`src/rtl/kst_pkg.sv`:
```
package kst_pkg;
    parameter int unsigned WORD_W = 32;
    parameter int unsigned WORDS  = 4;
    parameter int unsigned SHARES = 2;
    parameter int unsigned SLOTS  = 2;

    localparam int unsigned KEY_W      = WORD_W * WORDS;
    localparam int unsigned SLOT_IDX_W = (SLOTS > 1) ? $clog2(SLOTS) : 1;
    localparam int unsigned STORE_W    = SLOTS * SHARES * KEY_W;
    localparam int unsigned VIEW_W     = SHARES * KEY_W;
    localparam int unsigned ENT_W      = SHARES * WORD_W;

    localparam logic [1:0] OP_ADV     = 2'b00;
    localparam logic [1:0] OP_GEN_ID  = 2'b01;
    localparam logic [1:0] OP_GEN_OUT = 2'b10;
    localparam logic [1:0] OP_DIS     = 2'b11;

    typedef logic [WORD_W-1:0]           word_t;
    typedef logic [KEY_W-1:0]            key_t;
    typedef key_t [SHARES-1:0]           shares_t;
    typedef shares_t [SLOTS-1:0]         store_t;
    typedef word_t [SHARES-1:0]          ent_t;

    typedef enum logic [2:0] {
        SRC_HOLD = 3'd0,
        SRC_WIPE = 3'd1,
        SRC_RAND = 3'd2,
        SRC_ROOT = 3'd3,
        SRC_HASH = 3'd4
    } upd_src_e;

    typedef struct packed {
        store_t key;
    } kst_state_t;

    function automatic word_t rotl(word_t x, int unsigned n);
        int unsigned m;
        m = n % WORD_W;
        if (m == 0) return x;
        return (x << m) | (x >> (WORD_W - m));
    endfunction
endpackage

```
`src/rtl/kst_sel.sv`:
```
module kst_sel
    import kst_pkg::*;
(
    input  logic     wipe_req_i,
    input  logic     rand_req_i,
    input  logic     init_i,
    input  logic     op_ack_i,
    input  logic     op_upd_i,
    input  logic     st_invalid_i,
    input  logic     fault_err_i,
    input  logic     st_disabled_i,
    input  logic     op_err_i,
    output upd_src_e src_o
);
    upd_src_e op_src;

    // Source picked from an operation outcome, by error class.
    always_comb begin
        op_src = SRC_HOLD;
        if (op_ack_i || op_upd_i) begin
            if (st_invalid_i)       op_src = SRC_HASH;
            else if (fault_err_i)   op_src = SRC_WIPE;
            else if (st_disabled_i) op_src = SRC_HASH;
            else if (op_err_i)      op_src = SRC_HOLD;
            else                    op_src = SRC_HASH;
        end
    end

    // Fixed priority: wipe, random, root, operation.
    always_comb begin
        if (wipe_req_i)      src_o = SRC_WIPE;
        else if (rand_req_i) src_o = SRC_RAND;
        else if (init_i)     src_o = SRC_ROOT;
        else                 src_o = op_src;
    end
endmodule

```
`src/rtl/kst_next.sv`:
```
module kst_next
    import kst_pkg::*;
(
    input  store_t                 cur_i,
    input  upd_src_e               src_i,
    input  ent_t                   ent_i,
    input  shares_t                root_i,
    input  logic [SHARES-1:0]      root_vld_i,
    input  shares_t                hash_i,
    input  logic                   op_load_i,
    input  logic [SLOT_IDX_W-1:0]  slot_sel_i,
    output store_t                 nxt_o
);
    store_t wipe_val;
    store_t rand_val;

    for (genvar c = 0; c < SLOTS; c++) begin : g_slot
        for (genvar s = 0; s < SHARES; s++) begin : g_share
            for (genvar w = 0; w < WORDS; w++) begin : g_word
                assign wipe_val[c][s][w*WORD_W +: WORD_W] = rotl(ent_i[s], c*WORDS + w);
                assign rand_val[c][s][w*WORD_W +: WORD_W] = ent_i[s];
            end
        end
    end

    logic slot_ok;
    assign slot_ok = {1'b0, slot_sel_i} < (SLOT_IDX_W+1)'(SLOTS);

    always_comb begin
        nxt_o = cur_i;
        unique case (src_i)
            SRC_WIPE: nxt_o = wipe_val;
            SRC_RAND: nxt_o = rand_val;
            SRC_ROOT: begin
                if (&root_vld_i) begin
                    for (int c = 0; c < SLOTS; c++) nxt_o[c] = root_i;
                end
            end
            SRC_HASH: begin
                if (op_load_i && slot_ok) nxt_o[slot_sel_i] = hash_i;
            end
            default: nxt_o = cur_i;
        endcase
    end
endmodule

```
`src/rtl/key_store_upd.sv`:
```
module key_store_upd
    import kst_pkg::*;
(
    input  logic                   clk_i,
    input  logic                   rst_ni,
    input  logic                   upd_en_i,
    input  logic                   wipe_req_i,
    input  logic                   rand_req_i,
    input  logic                   init_i,
    input  logic [VIEW_W-1:0]      root_key_i,
    input  logic [SHARES-1:0]      root_vld_i,
    input  logic [ENT_W-1:0]       entropy_i,
    input  logic [VIEW_W-1:0]      hash_data_i,
    input  logic [1:0]             op_code_i,
    input  logic                   op_ack_i,
    input  logic                   op_upd_i,
    input  logic                   st_invalid_i,
    input  logic                   fault_err_i,
    input  logic                   st_disabled_i,
    input  logic                   op_err_i,
    input  logic [SLOT_IDX_W-1:0]  slot_sel_i,
    input  logic                   stage_bad_i,
    output logic [STORE_W-1:0]     key_o,
    output logic [VIEW_W-1:0]      view_o,
    output logic                   data_en_o
);
    kst_state_t state_d, state_q;
    upd_src_e   src;
    store_t     nxt;
    shares_t    root_s, hash_s, view_s;
    ent_t       ent_s;
    logic       op_load;

    assign root_s  = root_key_i;
    assign hash_s  = hash_data_i;
    assign ent_s   = entropy_i;
    assign op_load = (op_code_i == OP_ADV) || (op_code_i == OP_DIS);

    kst_sel u_sel (
        .wipe_req_i    (wipe_req_i),
        .rand_req_i    (rand_req_i),
        .init_i        (init_i),
        .op_ack_i      (op_ack_i),
        .op_upd_i      (op_upd_i),
        .st_invalid_i  (st_invalid_i),
        .fault_err_i   (fault_err_i),
        .st_disabled_i (st_disabled_i),
        .op_err_i      (op_err_i),
        .src_o         (src)
    );

    kst_next u_next (
        .cur_i      (state_q.key),
        .src_i      (src),
        .ent_i      (ent_s),
        .root_i     (root_s),
        .root_vld_i (root_vld_i),
        .hash_i     (hash_s),
        .op_load_i  (op_load),
        .slot_sel_i (slot_sel_i),
        .nxt_o      (nxt)
    );

    always_comb begin
        state_d = state_q;
        if (upd_en_i) state_d.key = nxt;
    end

    always_ff @(posedge clk_i or negedge rst_ni) begin
        if (!rst_ni) state_q <= '0;
        else         state_q <= state_d;
    end

    // Read view: entropy replicated per share, or the selected slot.
    always_comb begin
        view_s = state_q.key[0];
        if (stage_bad_i) begin
            for (int s = 0; s < SHARES; s++) view_s[s] = {WORDS{ent_s[s]}};
        end else begin
            for (int c = 0; c < SLOTS; c++) begin
                if (slot_sel_i == SLOT_IDX_W'(c)) view_s = state_q.key[c];
            end
        end
    end

    assign key_o     = state_q.key;
    assign view_o    = view_s;
    assign data_en_o = rand_req_i | st_disabled_i | st_invalid_i | wipe_req_i;
endmodule

```
`config.mk`:
```
export PLATFORM = sky130hd
export DESIGN_NAME = key_store_upd
export DESIGN_NICKNAME = d
export VERILOG_FILES = /design/src/rtl/kst_pkg.sv /design/src/rtl/kst_sel.sv /design/src/rtl/kst_next.sv /design/src/rtl/key_store_upd.sv
export SDC_FILE = /design/constraint.sdc
export NUM_CORES = 2
export LEC_CHECK = 0
export ABC_AREA = 1
export BUFFER_PORTS_ARGS = -buffer_cell sky130_fd_sc_hd__buf_2
export CAP_MARGIN = 10
export CORE_AREA = 3 3 533 535
export CTS_CLUSTER_DIAMETER = 120
export DETAILED_ROUTE_END_ITERATION = 10
export DIE_AREA = 0 0 536 538
export GPL_TIMING_DRIVEN = 1
export PLACE_DENSITY = 0.37
export SLEW_MARGIN = 0
export SYNTH_ARGS = -nofsm -noshare
export SYNTH_HDL_FRONTEND = slang
export SYNTH_SLANG_ARGS = --single-unit
```
`constraint.sdc`:
```
create_clock -name clk_i -period 5.2 [get_ports clk_i]
set_input_delay 0.78 -clock clk_i [delete_from_list [all_inputs] [get_ports clk_i]]
set_output_delay 0.78 -clock clk_i [all_outputs]
set_load 0.03 [all_outputs]
```
# [Word-level counts from Yosys, hierarchy flattened]
# Index checks and enable logic that the tools add are counted.
[totals] n_memories=0 ram_bits=0 mem_bits_ro=0 out_inout_bits=769 wordCells=53 in_bits=594 register_bits=512 latch_bits=0
[classes] n_addsub=0 order_cmp=2 n_mux=16 n_eq_ne=7 bitwise=17 div_mod_pow=0 n_mul=0 shift=0 reduce_logical=7
[op_table] op="case mux 512 bit (4 select lines)" n=1
[op_table] op="2-to-1 mux 512 bit" n=2
[op_table] op="2-to-1 mux 256 bit" n=3
[op_table] op="bitwise mux 512 bit" n=1
[op_table] op="demux 256 bit (select 1 bit)" n=1
[op_table] op="bitwise OR 32 x 1 -> 32 bit" n=2
[op_table] op="bitwise OR 32 x 2 -> 32 bit" n=2
[op_table] op="bitwise OR 32 x 3 -> 32 bit" n=2
[op_table] op="bitwise OR 32 x 4 -> 32 bit" n=2
[op_table] op="bitwise OR 32 x 5 -> 32 bit" n=2
[op_table] op="bitwise OR 32 x 6 -> 32 bit" n=2
[op_table] op="bitwise OR 32 x 7 -> 32 bit" n=2
[op_table] op="2-to-1 mux 3 bit" n=8
[op_table] op="equality test 3 x 2 -> 1 bit, second input constant" n=2
[op_table] op="AND reduction 4 bit" n=1
[op_table] op="nonzero test 4 bit" n=1
[op_table] op="equality test 3 x 1 -> 1 bit, second input constant" n=1
[op_table] op="equality test 3 bit, second input constant" n=1
[op_table] op="bitwise OR 1 bit" n=3
[op_table] op="equality test 2 bit, second input constant" n=1
[op_table] op="logical NOT 2 bit" n=1
[op_table] op="logical OR 1 bit" n=2
[op_table] op="< comparator 1 x 2 -> 1 bit, second input constant" n=1
[op_table] op="!= test 2 x 1 -> 1 bit, second input constant" n=1
[op_table] op="4 further kinds" n=4

# [Longest topological paths before layout]
[depth] word_depth=11 mapped_depth=12 depth_no_buf=10

# [Modules after synthesis]
# From an unflattened synthesis, not the netlist that was laid out.
[hier_totals] cells_unflattened=10199 area_unflattened_um2=54950.2
[by_module_without_submodules] mod="kst_next" seq_area_each_um2=0.0 cells_each=6832 area_each_um2=29962.5 instances=1
[by_module_without_submodules] mod="key_store_upd" seq_area_each_um2=12812.3 cells_each=3348 area_each_um2=24911.4 instances=1
[by_module_without_submodules] mod="kst_sel" seq_area_each_um2=0.0 cells_each=19 area_each_um2=76.3 instances=1

# [Least setup slack after synthesis]
# Ideal clock, no wire load.
[synth_timing] path_kind="input -> output" startpoint="in slot_sel_i" endpoint="out view_o[0]" stages=8 slack_ns=1.892 arrival_time_ns=2.528 path_buffers=6 required_time_ns=4.420 path_cell_list="buf_2 > buf_2 > buf_2 > buf_2 > buf_2 > buf_2 > o21ai_0 > o21ai_0"
[synth_via] elab_chain_cells=2
[synth_rtl] item="start: declaration" line="key_store_upd.sv:21" text="input logic [SLOT_IDX_W-1:0] slot_sel_i,"
[synth_rtl] item="2-to-1 mux 256 bit" line="key_store_upd.sv:81" text="if (slot_sel_i == SLOT_IDX_W'(c)) view_s = state_q.key[c];"
[synth_rtl] item="2-to-1 mux 256 bit" line="key_store_upd.sv:77" text="if (stage_bad_i) begin"
[synth_rtl] item="end: declaration" line="key_store_upd.sv:24" text="output logic [VIEW_W-1:0] view_o,"
# No other way between the ends.

# [Final worst setup path]
[layout_timing] startpoint="in slot_sel_i" endpoint="out view_o[184]"
# Same word-level chain as after synthesis.

==> results.md <==
- Placed wire-length estimate after detailed placement: 299.1 mm
- Via count normalized by instance count: 4.705
- Post-Synthesis Cell Area: 39620 µm²
- IO Port Bufs: 1362
- Starting DRT DRC Count: 6114
- Library cell used as clock root buffer: sky130_fd_sc_hd__clkbuf_16
- Final number of max-transition violations: 0
- Layout cell share with drive strength beyond 1: 21.46%
- IR Drop Worst-Case VDD: 0.2323 mV
- Synthesized flop and latch total: 512
- H-tree depth: 3
- Post-route DRC: 0
- Fraction of synthesized cell area taken by the top area cell type: 32.34%
- Placeable core region: 279400 µm²
- Worst rel slew slack: 19.55%
- Crit Reg-Reg Startpoint: key_o[494]$_DFFE_PN0P_
- Grt total ovfl: 0
- Site row count: 194
- Post-synth EDFFs: 0
- Detailed-route wire length per cell: 32.69 µm
- Capture point of the worst reg-to-reg path: key_o[494]$_DFFE_PN0P_
- Lkg Pwr: 29.73 nW
- Minimum clock period: 4.053 ns
- Hold/Removal Path Class: primary input to flop
- Synth Flop Type: sky130_fd_sc_hd__dfrtp_1
- TritonCTS clock tree: done
- CP Launch Point: slot_sel_i
- Total area of multi-input combinational cells: 22460 µm²
- Die area: 288400 µm²
- Worst slew pin tran: 1.207 ns
- Startpoint-to-endpoint class of the critical path: primary input to primary output
- Effective utilization at floorplan: 14.18%
- Number of cells on the worst hold path: 5
- Ports placed on the boundary: 1363
- Insertion delay of the later-clocked pin in the worst-skew pair: 0.69 ns
- Worst clock skew: 0 ns
- Share of the core filled with cells in the final layout: 19.37%
- First-pass GRT wire length: 496.5 mm
- Final weighted congestion in routability-driven placement: 0.9258
- Detail Route Antenna Nets: 0
- Proportion of register bits with asynchronous set or reset after synthesis: 100.0%
- Number of maximum-capacitance violations: 0
- Initial antenna violation count: 150
- Number of global-route vias before repair: 50920
- Hold Crit Start: root_key_i[74]
- Period Utilization, post-route: 77.94%
- Final setup vio count: 0
- PwrDens: 360.0 nW/µm²
- Unrepaired setup endpoints after global routing: no
- Number of failing hold endpoints at the final stage: 0
- Mean area per synthesized cell: 5.864 µm²
- Total of warnings raised by yosys: 0
- Element type at the critical path end: primary output
- Number of buffers created by CTS: 82
- Fmax: 246.7 MHz
- Sink of the worst hold path: key_o[330]$_DFFE_PN0P_
- Max reg flops: 512
- Post-synthesis cell type with the largest combined area: sky130_fd_sc_hd__dfrtp_1
- Setup TNS: 0 ns
- Data required time at the worst endpoint: 4.42 ns
- First-pass iteration count of the detailed router: 6
- Slack of the worst reg-to-reg path: 3.53 ns
- Global Route Usage Sum: 25.38%
- Maximum number of pins on one net before global-route repair: 157
- Final-stage net count: 8499
- Largest cells by area after synthesis: sky130_fd_sc_hd__dfrtp_1 32%, sky130_fd_sc_hd__nand2_1 26%, sky130_fd_sc_hd__o21ai_0 18%
- Hold WS: 0.4549 ns
- Yosys cell types: 17
- Run status: complete, no violations
- Vertical extent of the die: 538 µm
- Clock slew at the register clock pins of the worst setup and hold paths: 0.06 ns
- Via total after detailed routing: 55380
- Routed WL: 384.8 mm
- Area growth from synthesis to final layout: 36.57%
- Worst Setup Start Kind: primary input
- Sequential standard cell area: 12810 µm²
- Count of fill cells added during filler insertion: 32490
- Synthesized Nets: 7350
- Clock Sinks: 512
- Max Fanout on Critical Path: 103
- Endpoint arrival time on the critical path: 3.27 ns
- Register-to-Register Path Depth: 8
- Die W: 536 µm
- Instance count of the mapped netlist: 6756
- Longest Clk Path Bufs: 3
- Sequential cell area fraction in the yosys report: 32.34%
- Overall power of the completed layout: 19.48 mW
[power by group]
group,internal (mW),leakage [nW],total (mW),switching (mW)
sequential,4.67,6.37,5.58,0.911
clock,3.50,1.35,6.04,2.54
combinational,1.79,22.0,7.86,6.07
[cells in the mapped netlist, types with 4 or more instances]
| library cell | n |
|---|---|
| sky130_fd_sc_hd__clkbuf_1 | 233 |
| sky130_fd_sc_hd__o21ai_1 | 82 |
| sky130_fd_sc_hd__dfrtp_1 | 512 |
| sky130_fd_sc_hd__o21ai_0 | 1391 |
| sky130_fd_sc_hd__buf_1 | 45 |
| sky130_fd_sc_hd__inv_1 | 581 |
| sky130_fd_sc_hd__nor2_1 | 4 |
| sky130_fd_sc_hd__buf_2 | 225 |
| sky130_fd_sc_hd__nand3_1 | 965 |
| sky130_fd_sc_hd__inv_2 | 4 |
| sky130_fd_sc_hd__clkbuf_2 | 11 |
| sky130_fd_sc_hd__nand2_1 | 2698 |
[worst max path at each step]
stage                  endpoint  depth (start not counted)  slack (ns)
finish              view_o[184]                          7        1.15
global route        view_o[243]                          6        1.05
CTS                 view_o[197]                          5        1.07
detailed placement  view_o[197]                          5        1.07
global placement    view_o[144]                          5        0.43
floorplan             view_o[0]                          8        1.89
[critical path, stage by stage]
cell	delay (ns)
sky130_fd_sc_hd__buf_8	0.61
sky130_fd_sc_hd__buf_12	0.32
sky130_fd_sc_hd__buf_12	0.24
sky130_fd_sc_hd__buf_4	0.23
sky130_fd_sc_hd__o21ai_0	0.20
sky130_fd_sc_hd__o21ai_0	0.43
sky130_fd_sc_hd__buf_2	0.29
[cell type report]
class	instances	share of cell area, %
Inverter	585	4.077
Tap cell	3724	8.612
Clock buffer	130	4.535
Timing Repair Buffer	1579	16.59
Antenna cell	80	0.3700
Multi-Input combinational cell	5145	41.51
Sequential cell	512	23.68
Clock inverter	16	0.6244
[layer usage]
layer,GRT usage [%],wire length (µm)
met4,13.15,21520
met5,0,479
met1,29.75,145900
met3,6.977,35730
met2,42.19,181200
[cell usage in the layout (no fill, tap or decap), types with 4 or more instances in the layout]
cell	n
sky130_fd_sc_hd__clkinv_16	4
sky130_fd_sc_hd__clkbuf_8	20
sky130_fd_sc_hd__diode_2	80
sky130_fd_sc_hd__nand3_4	4
sky130_fd_sc_hd__o21ai_0	1384
sky130_fd_sc_hd__buf_4	178
sky130_fd_sc_hd__clkinv_2	4
sky130_fd_sc_hd__buf_2	1357
sky130_fd_sc_hd__clkbuf_1	27
sky130_fd_sc_hd__dfrtp_1	512
sky130_fd_sc_hd__buf_12	39
sky130_fd_sc_hd__bufinv_16	5
sky130_fd_sc_hd__nand3_1	960
sky130_fd_sc_hd__clkbuf_16	83
sky130_fd_sc_hd__nand2_1	2698
sky130_fd_sc_hd__o21ai_1	89
sky130_fd_sc_hd__buf_8	4
sky130_fd_sc_hd__nor2_1	4
sky130_fd_sc_hd__inv_1	581
[through the flow]
stage / std cells / area [µm²] / setup WS (ns)
floorplan: 6756 / 39620 / 1.892
finish: 11770 / 54100 / 1.147
CTS: 11690 / 53900 / 1.067
global placement: 11540 / 51070 / 0.4259
detailed placement: 11540 / 51100 / 1.068
global route: 11740 / 54020 / 1.046
[cell families (layout without fill, tap and decap cells)]
family	after synthesis	in the layout	share of synthesized area, %
and+or+nand+nor	3670	3670	37.86
AOI/OAI and AO/OA	1474	1474	18.62
buffers and inverters	1099	2310	11.16
DFF	512	512	32.34
xor gates and xnor gates	1	1	0.02211
other	0	80	0
[repair_timing]
| action | 4_1_cts | 5_1_grt |
|---|---|---|
| hold buffers | 1 | 0 |
| setup buffers | 0 | 0 |
| endpoints found under the hold margin | 1 | 0 |
| gates resized for setup | 0 | 0 |
Note: power is estimated with default switching activity, not from simulation.
